===== config.mk =====
export PLATFORM = sky130hd
export DESIGN_NAME = gpi_status_capture
export DESIGN_NICKNAME = d
export VERILOG_FILES = /design/src/rtl/gpi_pkg.sv /design/src/rtl/gpi_frame_decode.sv /design/src/rtl/gpi_shadow_bank.sv /design/src/rtl/gpi_irq_sticky.sv /design/src/rtl/gpi_read_fsm.sv /design/src/rtl/gpi_status_capture.sv
export SDC_FILE = /design/constraint.sdc
export NUM_CORES = 1
export LEC_CHECK = 0
export ABC_AREA = 1
export CELL_PAD_IN_SITES_DETAIL_PLACEMENT = 1
export CELL_PAD_IN_SITES_GLOBAL_PLACEMENT = 2
export CORE_ASPECT_RATIO = 1.1
export CORE_MARGIN = 2
export CORE_UTILIZATION = 14
export CTS_CLUSTER_SIZE = 12
export DETAILED_ROUTE_END_ITERATION = 10
export PLACE_DENSITY = 0.89
export RECOVER_POWER = 100
export SYNTH_ARGS = -nofsm -noshare
export SYNTH_HDL_FRONTEND = slang
export SYNTH_HIERARCHICAL = 1
export SYNTH_SLANG_ARGS = --single-unit

===== constraint.sdc =====
create_clock -name clk -period 1.87 [get_ports clk]
set_clock_uncertainty 0.15 [all_clocks]
set_input_delay 0.374 -clock clk [delete_from_list [all_inputs] [get_ports clk]]
set_output_delay 0.374 -clock clk [all_outputs]
set_load 0.05 [all_outputs]

===== src/rtl/gpi_pkg.sv =====
package gpi_pkg;

    typedef enum logic [2:0] {
        RD_IDLE,
        RD_LOCAL,
        RD_FWD_REQ,
        RD_FWD_WAIT,
        RD_FWD_DONE
    } rd_state_e;

endpackage


===== src/rtl/gpi_frame_decode.sv =====
module gpi_frame_decode #(
    parameter int NUM_SLOTS = 12,
    parameter int SLOT_W    = 20,
    parameter int TAG_W     = 16,
    parameter int GPI_SLOT  = 12,
    parameter int GPI_W     = 16
) (
    input  logic                        frame_done_i,
    input  logic [TAG_W-1:0]            frame_tag_i,
    input  logic [NUM_SLOTS*SLOT_W-1:0] frame_slots_i,
    output logic                        cap_o,
    output logic [GPI_W-1:0]            status_o,
    output logic                        chg_o
);
    localparam int SLOT_LSB  = (GPI_SLOT - 1) * SLOT_W;
    localparam int FV_BIT    = TAG_W - 1;
    localparam int SV_BIT    = TAG_W - 1 - GPI_SLOT;

    logic [SLOT_W-1:0] gpi_slot;

    assign gpi_slot = frame_slots_i[SLOT_LSB +: SLOT_W];

    always_comb begin
        cap_o    = frame_done_i & frame_tag_i[FV_BIT] & frame_tag_i[SV_BIT];
        status_o = gpi_slot[SLOT_W-1 -: GPI_W];
        chg_o    = gpi_slot[0];
    end

endmodule


===== src/rtl/gpi_shadow_bank.sv =====
module gpi_shadow_bank #(
    parameter int NUM_CODECS = 2,
    parameter int GPI_W      = 16,
    parameter int CODEC_W    = 1
) (
    input  logic                        clk,
    input  logic                        rst_n,
    input  logic                        cap_i,
    input  logic [CODEC_W-1:0]          codec_i,
    input  logic [GPI_W-1:0]            status_i,
    output logic [NUM_CODECS*GPI_W-1:0] shadow_o
);
    for (genvar c = 0; c < NUM_CODECS; c++) begin : g_codec
        logic [GPI_W-1:0] shadow_q;

        always_ff @(posedge clk or negedge rst_n) begin
            if (!rst_n) begin
                shadow_q <= '0;
            end else if (cap_i && (codec_i == CODEC_W'(c))) begin
                shadow_q <= status_i;
            end
        end

        assign shadow_o[c*GPI_W +: GPI_W] = shadow_q;
    end

endmodule


===== src/rtl/gpi_irq_sticky.sv =====
module gpi_irq_sticky (
    input  logic clk,
    input  logic rst_n,
    input  logic cap_i,
    input  logic chg_i,
    input  logic irq_en_i,
    input  logic irq_clr_i,
    output logic irq_o
);
    logic irq_q;
    logic set_w;

    assign set_w = cap_i & chg_i & irq_en_i;

    always_ff @(posedge clk or negedge rst_n) begin
        if (!rst_n) begin
            irq_q <= 1'b0;
        end else if (set_w) begin
            irq_q <= 1'b1;
        end else if (irq_clr_i) begin
            irq_q <= 1'b0;
        end
    end

    assign irq_o = irq_q;

endmodule


===== src/rtl/gpi_read_fsm.sv =====
module gpi_read_fsm
    import gpi_pkg::*;
#(
    parameter int NUM_CODECS   = 2,
    parameter int GPI_W        = 16,
    parameter int ADDR_W       = 8,
    parameter int CODEC_W      = 1,
    parameter int GPI_OFFSET   = 'h54,
    parameter int CODEC_STRIDE = 'h80
) (
    input  logic                        clk,
    input  logic                        rst_n,
    input  logic                        rd_req_i,
    input  logic [ADDR_W-1:0]           rd_addr_i,
    input  logic [NUM_CODECS*GPI_W-1:0] shadow_i,
    input  logic                        link_rsp_valid_i,
    input  logic [GPI_W-1:0]            link_rsp_data_i,
    output logic                        rd_valid_o,
    output logic [GPI_W-1:0]            rd_data_o,
    output logic                        rd_busy_o,
    output logic                        link_req_o,
    output logic [ADDR_W-1:0]           link_addr_o
);
    rd_state_e         state_q, state_d;
    logic              local_hit;
    logic [CODEC_W-1:0] hit_idx;
    logic [CODEC_W-1:0] sel_q;
    logic [ADDR_W-1:0] laddr_q;
    logic [GPI_W-1:0]  rsp_q;

    always_comb begin
        local_hit = 1'b0;
        hit_idx   = '0;
        for (int c = 0; c < NUM_CODECS; c++) begin
            if (rd_addr_i == ADDR_W'(GPI_OFFSET + c * CODEC_STRIDE)) begin
                local_hit = 1'b1;
                hit_idx   = CODEC_W'(c);
            end
        end
    end

    always_ff @(posedge clk or negedge rst_n) begin
        if (!rst_n) begin
            state_q <= RD_IDLE;
        end else begin
            state_q <= state_d;
        end
    end

    always_comb begin
        state_d = state_q;
        unique case (state_q)
            RD_IDLE: begin
                if (rd_req_i) begin
                    state_d = local_hit ? RD_LOCAL : RD_FWD_REQ;
                end
            end
            RD_LOCAL:    state_d = RD_IDLE;
            RD_FWD_REQ:  state_d = RD_FWD_WAIT;
            RD_FWD_WAIT: begin
                if (link_rsp_valid_i) begin
                    state_d = RD_FWD_DONE;
                end
            end
            RD_FWD_DONE: state_d = RD_IDLE;
            default:     state_d = RD_IDLE;
        endcase
    end

    always_ff @(posedge clk or negedge rst_n) begin
        if (!rst_n) begin
            sel_q   <= '0;
            laddr_q <= '0;
            rsp_q   <= '0;
        end else begin
            if (state_q == RD_IDLE && rd_req_i) begin
                if (local_hit) begin
                    sel_q <= hit_idx;
                end else begin
                    laddr_q <= rd_addr_i;
                end
            end
            if (state_q == RD_FWD_WAIT && link_rsp_valid_i) begin
                rsp_q <= link_rsp_data_i;
            end
        end
    end

    always_comb begin
        rd_valid_o  = 1'b0;
        rd_data_o   = '0;
        link_req_o  = 1'b0;
        rd_busy_o   = (state_q != RD_IDLE);
        link_addr_o = laddr_q;
        unique case (state_q)
            RD_IDLE:     ;
            RD_LOCAL: begin
                rd_valid_o = 1'b1;
                rd_data_o  = shadow_i[sel_q*GPI_W +: GPI_W];
            end
            RD_FWD_REQ:  link_req_o = 1'b1;
            RD_FWD_WAIT: ;
            RD_FWD_DONE: begin
                rd_valid_o = 1'b1;
                rd_data_o  = rsp_q;
            end
            default:     ;
        endcase
    end

endmodule


===== src/rtl/gpi_status_capture.sv =====
module gpi_status_capture #(
    parameter int NUM_CODECS   = 2,
    parameter int NUM_SLOTS    = 12,
    parameter int SLOT_W       = 20,
    parameter int TAG_W        = 16,
    parameter int GPI_SLOT     = 12,
    parameter int GPI_W        = 16,
    parameter int ADDR_W       = 8,
    parameter int GPI_OFFSET   = 'h54,
    parameter int CODEC_STRIDE = 'h80,
    localparam int CODEC_W     = (NUM_CODECS > 1) ? $clog2(NUM_CODECS) : 1
) (
    input  logic                        clk,
    input  logic                        rst_n,
    input  logic                        frame_done_i,
    input  logic [CODEC_W-1:0]          frame_codec_i,
    input  logic [TAG_W-1:0]            frame_tag_i,
    input  logic [NUM_SLOTS*SLOT_W-1:0] frame_slots_i,
    input  logic                        irq_en_i,
    input  logic                        irq_clr_i,
    output logic                        gpi_irq_o,
    input  logic                        rd_req_i,
    input  logic [ADDR_W-1:0]           rd_addr_i,
    output logic                        rd_valid_o,
    output logic [GPI_W-1:0]            rd_data_o,
    output logic                        rd_busy_o,
    output logic                        link_req_o,
    output logic [ADDR_W-1:0]           link_addr_o,
    input  logic                        link_rsp_valid_i,
    input  logic [GPI_W-1:0]            link_rsp_data_i
);
    logic                        cap_w;
    logic                        chg_w;
    logic [GPI_W-1:0]            status_w;
    logic [NUM_CODECS*GPI_W-1:0] shadow_w;

    gpi_frame_decode #(
        .NUM_SLOTS (NUM_SLOTS),
        .SLOT_W    (SLOT_W),
        .TAG_W     (TAG_W),
        .GPI_SLOT  (GPI_SLOT),
        .GPI_W     (GPI_W)
    ) decode_i (
        .frame_done_i  (frame_done_i),
        .frame_tag_i   (frame_tag_i),
        .frame_slots_i (frame_slots_i),
        .cap_o         (cap_w),
        .status_o      (status_w),
        .chg_o         (chg_w)
    );

    gpi_shadow_bank #(
        .NUM_CODECS (NUM_CODECS),
        .GPI_W      (GPI_W),
        .CODEC_W    (CODEC_W)
    ) bank_i (
        .clk      (clk),
        .rst_n    (rst_n),
        .cap_i    (cap_w),
        .codec_i  (frame_codec_i),
        .status_i (status_w),
        .shadow_o (shadow_w)
    );

    gpi_irq_sticky irq_i (
        .clk       (clk),
        .rst_n     (rst_n),
        .cap_i     (cap_w),
        .chg_i     (chg_w),
        .irq_en_i  (irq_en_i),
        .irq_clr_i (irq_clr_i),
        .irq_o     (gpi_irq_o)
    );

    gpi_read_fsm #(
        .NUM_CODECS   (NUM_CODECS),
        .GPI_W        (GPI_W),
        .ADDR_W       (ADDR_W),
        .CODEC_W      (CODEC_W),
        .GPI_OFFSET   (GPI_OFFSET),
        .CODEC_STRIDE (CODEC_STRIDE)
    ) rd_i (
        .clk              (clk),
        .rst_n            (rst_n),
        .rd_req_i         (rd_req_i),
        .rd_addr_i        (rd_addr_i),
        .shadow_i         (shadow_w),
        .link_rsp_valid_i (link_rsp_valid_i),
        .link_rsp_data_i  (link_rsp_data_i),
        .rd_valid_o       (rd_valid_o),
        .rd_data_o        (rd_data_o),
        .rd_busy_o        (rd_busy_o),
        .link_req_o       (link_req_o),
        .link_addr_o      (link_addr_o)
    );

endmodule


[After elaboration in Yosys (flattened, before gate mapping)]
Cells that the tools add are included.
Operators by class
  equal/unequal tests: 8
  shift operators: 1
  bitwise gates (word level): 6
  reduce and logical (&&, ||, !) cells: 11
  mux-type cells: 12
Operators with widths (count)
  $pmux 16 s2: 1
  $shiftx 32x6->16: 1
  $pmux 3 s3: 1
  $eq 8x7->1 const B: 1
  $eq 8x8->1 const B: 1
  $mux 1: 7
  $eq 3x2->1 const B: 2
  $mux 3: 2
  $reduce_and 2->1: 3
  $and 1x1->1: 4
  $logic_and 1x1->1: 4
  $ne 2x2->1 const B: 2
  $eq 3x1->1 const B: 1
  $eq 3x3->1 const B: 1
  $logic_not 3->1: 1
  $reduce_bool 3->1: 1
  $mux 2: 1
  $not 1->1: 2
  $reduce_bool 2->1: 1
  $reduce_or 2->1: 1
Word-level totals
  logic and storage cells: 45
  output and inout bits: 28
  bits of input ports: 288
  register bits after elaboration: 61

[Logic depth before layout (Yosys ltp)]
  depth in word-level cells: 6
  gate-level depth with buffers: 8
  mapped depth without buffers: 8

[By module]
The synthesis kept the hierarchy.
By module, submodules not included
  gpi_read_fsm: instances 1, sequential area each 700.7 um^2, area an instance 1680.4 um^2, cells each 234
  gpi_shadow_bank: instances 1, sequential area each 800.8 um^2, area an instance 1315.0 um^2, cells each 140
  gpi_frame_decode: instances 1, sequential area each 0.0 um^2, area an instance 141.4 um^2, cells each 20
  gpi_irq_sticky: instances 1, sequential area each 25.0 um^2, area an instance 41.3 um^2, cells each 5

[Least setup slack after synthesis]
OpenSTA, ideal clock, no wires.
  kind: reg2out
  start: reg rd_i.state_q[2]
  end: out rd_data_o[10]
  data required time: 1346 ps
  arrival time: 1446 ps
  stages on the path, launching flop included: 6
  buffers on the path: 2
  setup slack: -100 ps
  cell sequence: dfrtp_1 -> buf_2 -> nor3_4 -> buf_4 -> o211ai_1 -> nand2_1
On the way
  longest elaborated chain between the ends: 2
  elaborated cells between the ends (all ways): 3
  those cells by class: eq/ne: 2; mux: 1
RTL lines
  from (decl): line gpi_read_fsm.sv:24  | rd_state_e state_q, state_d;
  from (signal assigned): line gpi_read_fsm.sv:46  | state_q <= state_d;
  $eq 3x3->1 or $eq 3x1->1 (tied branches): line gpi_read_fsm.sv:95  | unique case (state_q)
  $pmux 16 s2 (*): line gpi_read_fsm.sv:95
  to (decl): line gpi_status_capture.sv:25  | output logic [GPI_W-1:0] rd_data_o,
Every way passes the cells marked *; elsewhere a longest branch is shown, timed or not.

[Final worst setup path]
  start: reg rd_i.state_q[1]
  end: out rd_data_o[9]
Same word-level chain as after synthesis.

==> results <==
tightest hold or removal path, delay by kind of cell, from the launching register on:
kind / cells / cell delay [ns]
flops: 1 / 0.34
simple gates: 2 / 0.10
worst max path at each step:
stage | slack, ns | from | to | cells past startpoint
final | -0.33 | rd_i/state_q[1]$_DFFE_PN0P_ | rd_data_o[9] | 6
after global routing | -0.38 | rd_i/state_q[1]$_DFFE_PN0P_ | rd_data_o[2] | 7
after CTS | -0.31 | rd_i/state_q[1]$_DFFE_PN0P_ | rd_data_o[9] | 5
after detailed placement | -0.02 | rd_i/state_q[1]$_DFFE_PN0P_ | rd_data_o[5] | 5
after global placement | 0.002 | rd_i/state_q[1]$_DFFE_PN0P_ | rd_data_o[5] | 5
after floorplan | 0.01 | rd_i/state_q[2]$_DFFE_PN0P_ | rd_data_o[10] | 5
cells by family after synthesis:
family | Yosys count | share of synthesized area
and+or+nand+nor | 246 | 0.341
buffers and inverters | 69 | 0.123
DFF | 61 | 0.480
AOI/OAI and AO/OA | 23 | 0.0555
metrics by stage:
stage	setup WS [ns]	instance area [µm²]	total power [W]	TNS, ns	utilization
finish	-0.326	5090	0.00694	-5.23	0.230
CTS	-0.313	4970	0.00675	-4.53	0.224
floorplan	0.0103	3200	0.00355	0	-
global placement	0.00161	4480	0.00463	0	0.202
global route	-0.384	5090	0.00732	-8.49	0.230
detailed placement	-0.0220	4480	0.00469	-0.0427	0.202
synthesized netlist by cell type:
master / count
sky130_fd_sc_hd__nor3_4: 1
sky130_fd_sc_hd__buf_2: 5
sky130_fd_sc_hd__nor2_4: 1
sky130_fd_sc_hd__o21ai_0: 1
sky130_fd_sc_hd__nand2_1: 172
sky130_fd_sc_hd__nor2_1: 5
sky130_fd_sc_hd__buf_4: 22
sky130_fd_sc_hd__nand2_8: 1
sky130_fd_sc_hd__inv_6: 1
sky130_fd_sc_hd__nand2_4: 3
sky130_fd_sc_hd__o21ai_2: 5
sky130_fd_sc_hd__inv_1: 30
sky130_fd_sc_hd__nor2_8: 1
sky130_fd_sc_hd__nor2_2: 2
sky130_fd_sc_hd__clkbuf_1: 5
sky130_fd_sc_hd__nand2_2: 4
sky130_fd_sc_hd__inv_2: 1
sky130_fd_sc_hd__nand3_1: 55
sky130_fd_sc_hd__buf_6: 5
sky130_fd_sc_hd__nand4_1: 1
sky130_fd_sc_hd__o21bai_1: 1
sky130_fd_sc_hd__dfrtp_1: 61
sky130_fd_sc_hd__o211ai_1: 16
where the power goes:
group	internal, W	leakage [nW]	switching [W]
clock network	0.00104	0.138	0.000657
logic	0.00139	1.47	0.00187
registers	0.00172	0.768	0.000273
total	0.00414	2.37	0.00280
layer usage:
metal / part of all wire / track usage / vias up
met5: 0.0012 / 0 / -
met4: 0.0070 / 0.0223 / 2
met3: 0.085 / 0.0379 / 9
met2: 0.45 / 0.140 / 100
met1: 0.46 / 0.123 / 1413
li1: - / - / 1417
area by class of cell:
| cell class | count | area, µm² |
|---|---|---|
| clock buffers | 9 | 225 |
| clock inverters | 7 | 75.1 |
| fillers | 2598 | 17100 |
| inverters | 32 | 138 |
| multi-input cells | 270 | 1420 |
| flip-flops and latches | 61 | 1530 |
| well taps | 295 | 369 |
| repair buffers | 110 | 1340 |
sequential cells by signal, summed over array words and instances (netlist names):
name / flops
bank_i/g_codec.shadow_q: 32
irq_i/irq_o: 1
rd_i/link_addr_o: 8
rd_i/rsp_q: 16
rd_i/sel_q: 1
rd_i/state_q: 3
what timing repair did:
action                                  CTS  global route
endpoints found under the setup margin   19            22
hold buffers                              1             0
setup buffers                             4             6
pin swaps                                 2             6
resized for setup                        29            17
gates cloned                              1             4
endpoints found under the hold margin    16             0
==> impl_metrics.json <==
{
  "maxCapViolations": 0,
  "cts.sink_count": 61,
  "placement_rows": 57,
  "die_y_um": 162,
  "critical-path-slowest-cell": "sky130_fd_sc_hd__dfrtp_2",
  "wl_um": 10900,
  "yosys_synthesis_warning_count": 6,
  "mostFrequentLayoutCell": "sky130_fd_sc_hd__nand2_1",
  "cp.required_ns": 1.35,
  "antenna_found_initial": 1,
  "hold_class": "reg2reg",
  "synth_largest_area_cell": "sky130_fd_sc_hd__dfrtp_1",
  "grt_usage": 0.0926,
  "worst-setup-path-type": "reg2out",
  "post_synth_main_area_contributors": "sky130_fd_sc_hd__dfrtp_1 48%, sky130_fd_sc_hd__nand2_1 20%, sky130_fd_sc_hd__nand3_1 8.7%",
  "synth.avg_cell_area_um2": 7.97,
  "first_global_vias": 3038,
  "synthCells": 399,
  "clock_tree.buffer_depth": 2,
  "post_synth_num_cell_types": 23,
  "power.ir.vdd_worst_uv": 508,
  "max_freq_ghz": 0.455,
  "clock-root-buffer": "sky130_fd_sc_hd__clkbuf_16",
  "setup_viol": 25,
  "wp_buf_inv": 3,
  "clock_insertion_delay_at_the_later_pin_of_the_skew_report_ns": 0.33,
  "cts_max_level": 3,
  "drive_above_1_share": 0.258,
  "mappedNetlistNets": 687,
  "layout_common_cells": "155 x sky130_fd_sc_hd__nand2_1, 60 x sky130_fd_sc_hd__dfrtp_1, 49 x sky130_fd_sc_hd__clkdlybuf4s50_1",
  "final.setup.worst_slack_ns": -0.326,
  "failed_checks": "negative setup slack",
  "instances_no_fill": 784,
  "slowest_delay_ns": 0.44,
  "synth.ff_latch_count": 61,
  "grt_first_pass_wirelength_um": 16900,
  "rr_startpoint": "rd_i/state_q[1]$_DFFE_PN0P_",
  "unrepaired_setup_endpoints_after_global_routing": "yes",
  "whs_path_depth": 2,
  "grt_start_max_net_pins": 34,
  "worst_pin_slew_ns": 0.592,
  "place.port_buffers": 78,
  "critical_path.most_common_cell": "sky130_fd_sc_hd__buf_12",
  "overflow": 0,
  "final_hold_viol_count": 0,
  "slew_headroom": 0.607,
  "routabilityCongestion": 0.713,
  "synth_top_area_share": 0.480,
  "cp_max_fo": 5,
  "cts.reportedPaths.clkPinSlew_ns": 0.06,
  "cts-buffers-inserted": 9,
  "insertedDiodeCount": 0,
  "arrival_ns": 1.67,
  "pin_count": 316,
  "timing.final.crit_share": 1.17,
  "mappedNetlistArea_mm2": 0.00318,
  "powerDensity_mw_per_mm2": 1360,
  "worst_path_dominant_cell_family": "flip-flops",
  "min_to": "bank_i/g_codec[0].shadow_q[10]$_DFFE_PN0P_",
  "cp_cell_sequence": "nor3_4 -> buf_12 -> buf_12 -> o211ai_1 -> nand2_2 -> buf_12",
  "status": "complete, but fails checks",
  "start_util": 0.143,
  "die_area_mm2": 0.0239,
  "place_inst": 752,
  "r2r_cells": 10,
  "seq_area_frac_synth": 0.480,
  "cts_tree": "built",
  "start_kind": "register",
  "detailedPlacementHpwl_um": 7420,
  "drt_pass1_iterations": 4,
  "drtIter0Drc": 109,
  "area_growth_syn_to_layout_pct": 60.2,
  "period_needed_ns": 2.20,
  "via_per_inst": 3.75,
  "drt-wirelength-per-cell_um": 13.9,
  "reg2reg_end": "rd_i/link_addr_o[2]$_DFFE_PN0P_",
  "r2r_slack_ns": -0.02,
  "drc_errors": 0,
  "fin_hold_ws_ns": 0.320,
  "die_x_um": 148,
  "crit_path_end_kind": "primary output",
  "final_net_count": 772,
  "p_leak_nw": 2.37,
  "antenna_left": 0,
  "hp-start": "bank_i/g_codec[0].shadow_q[10]$_DFFE_PN0P_",
  "vias": 2941,
  "core_area_mm2": 0.0222,
  "slew_violations": 0
}
Note: power is estimated with default switching activity, not from simulation.
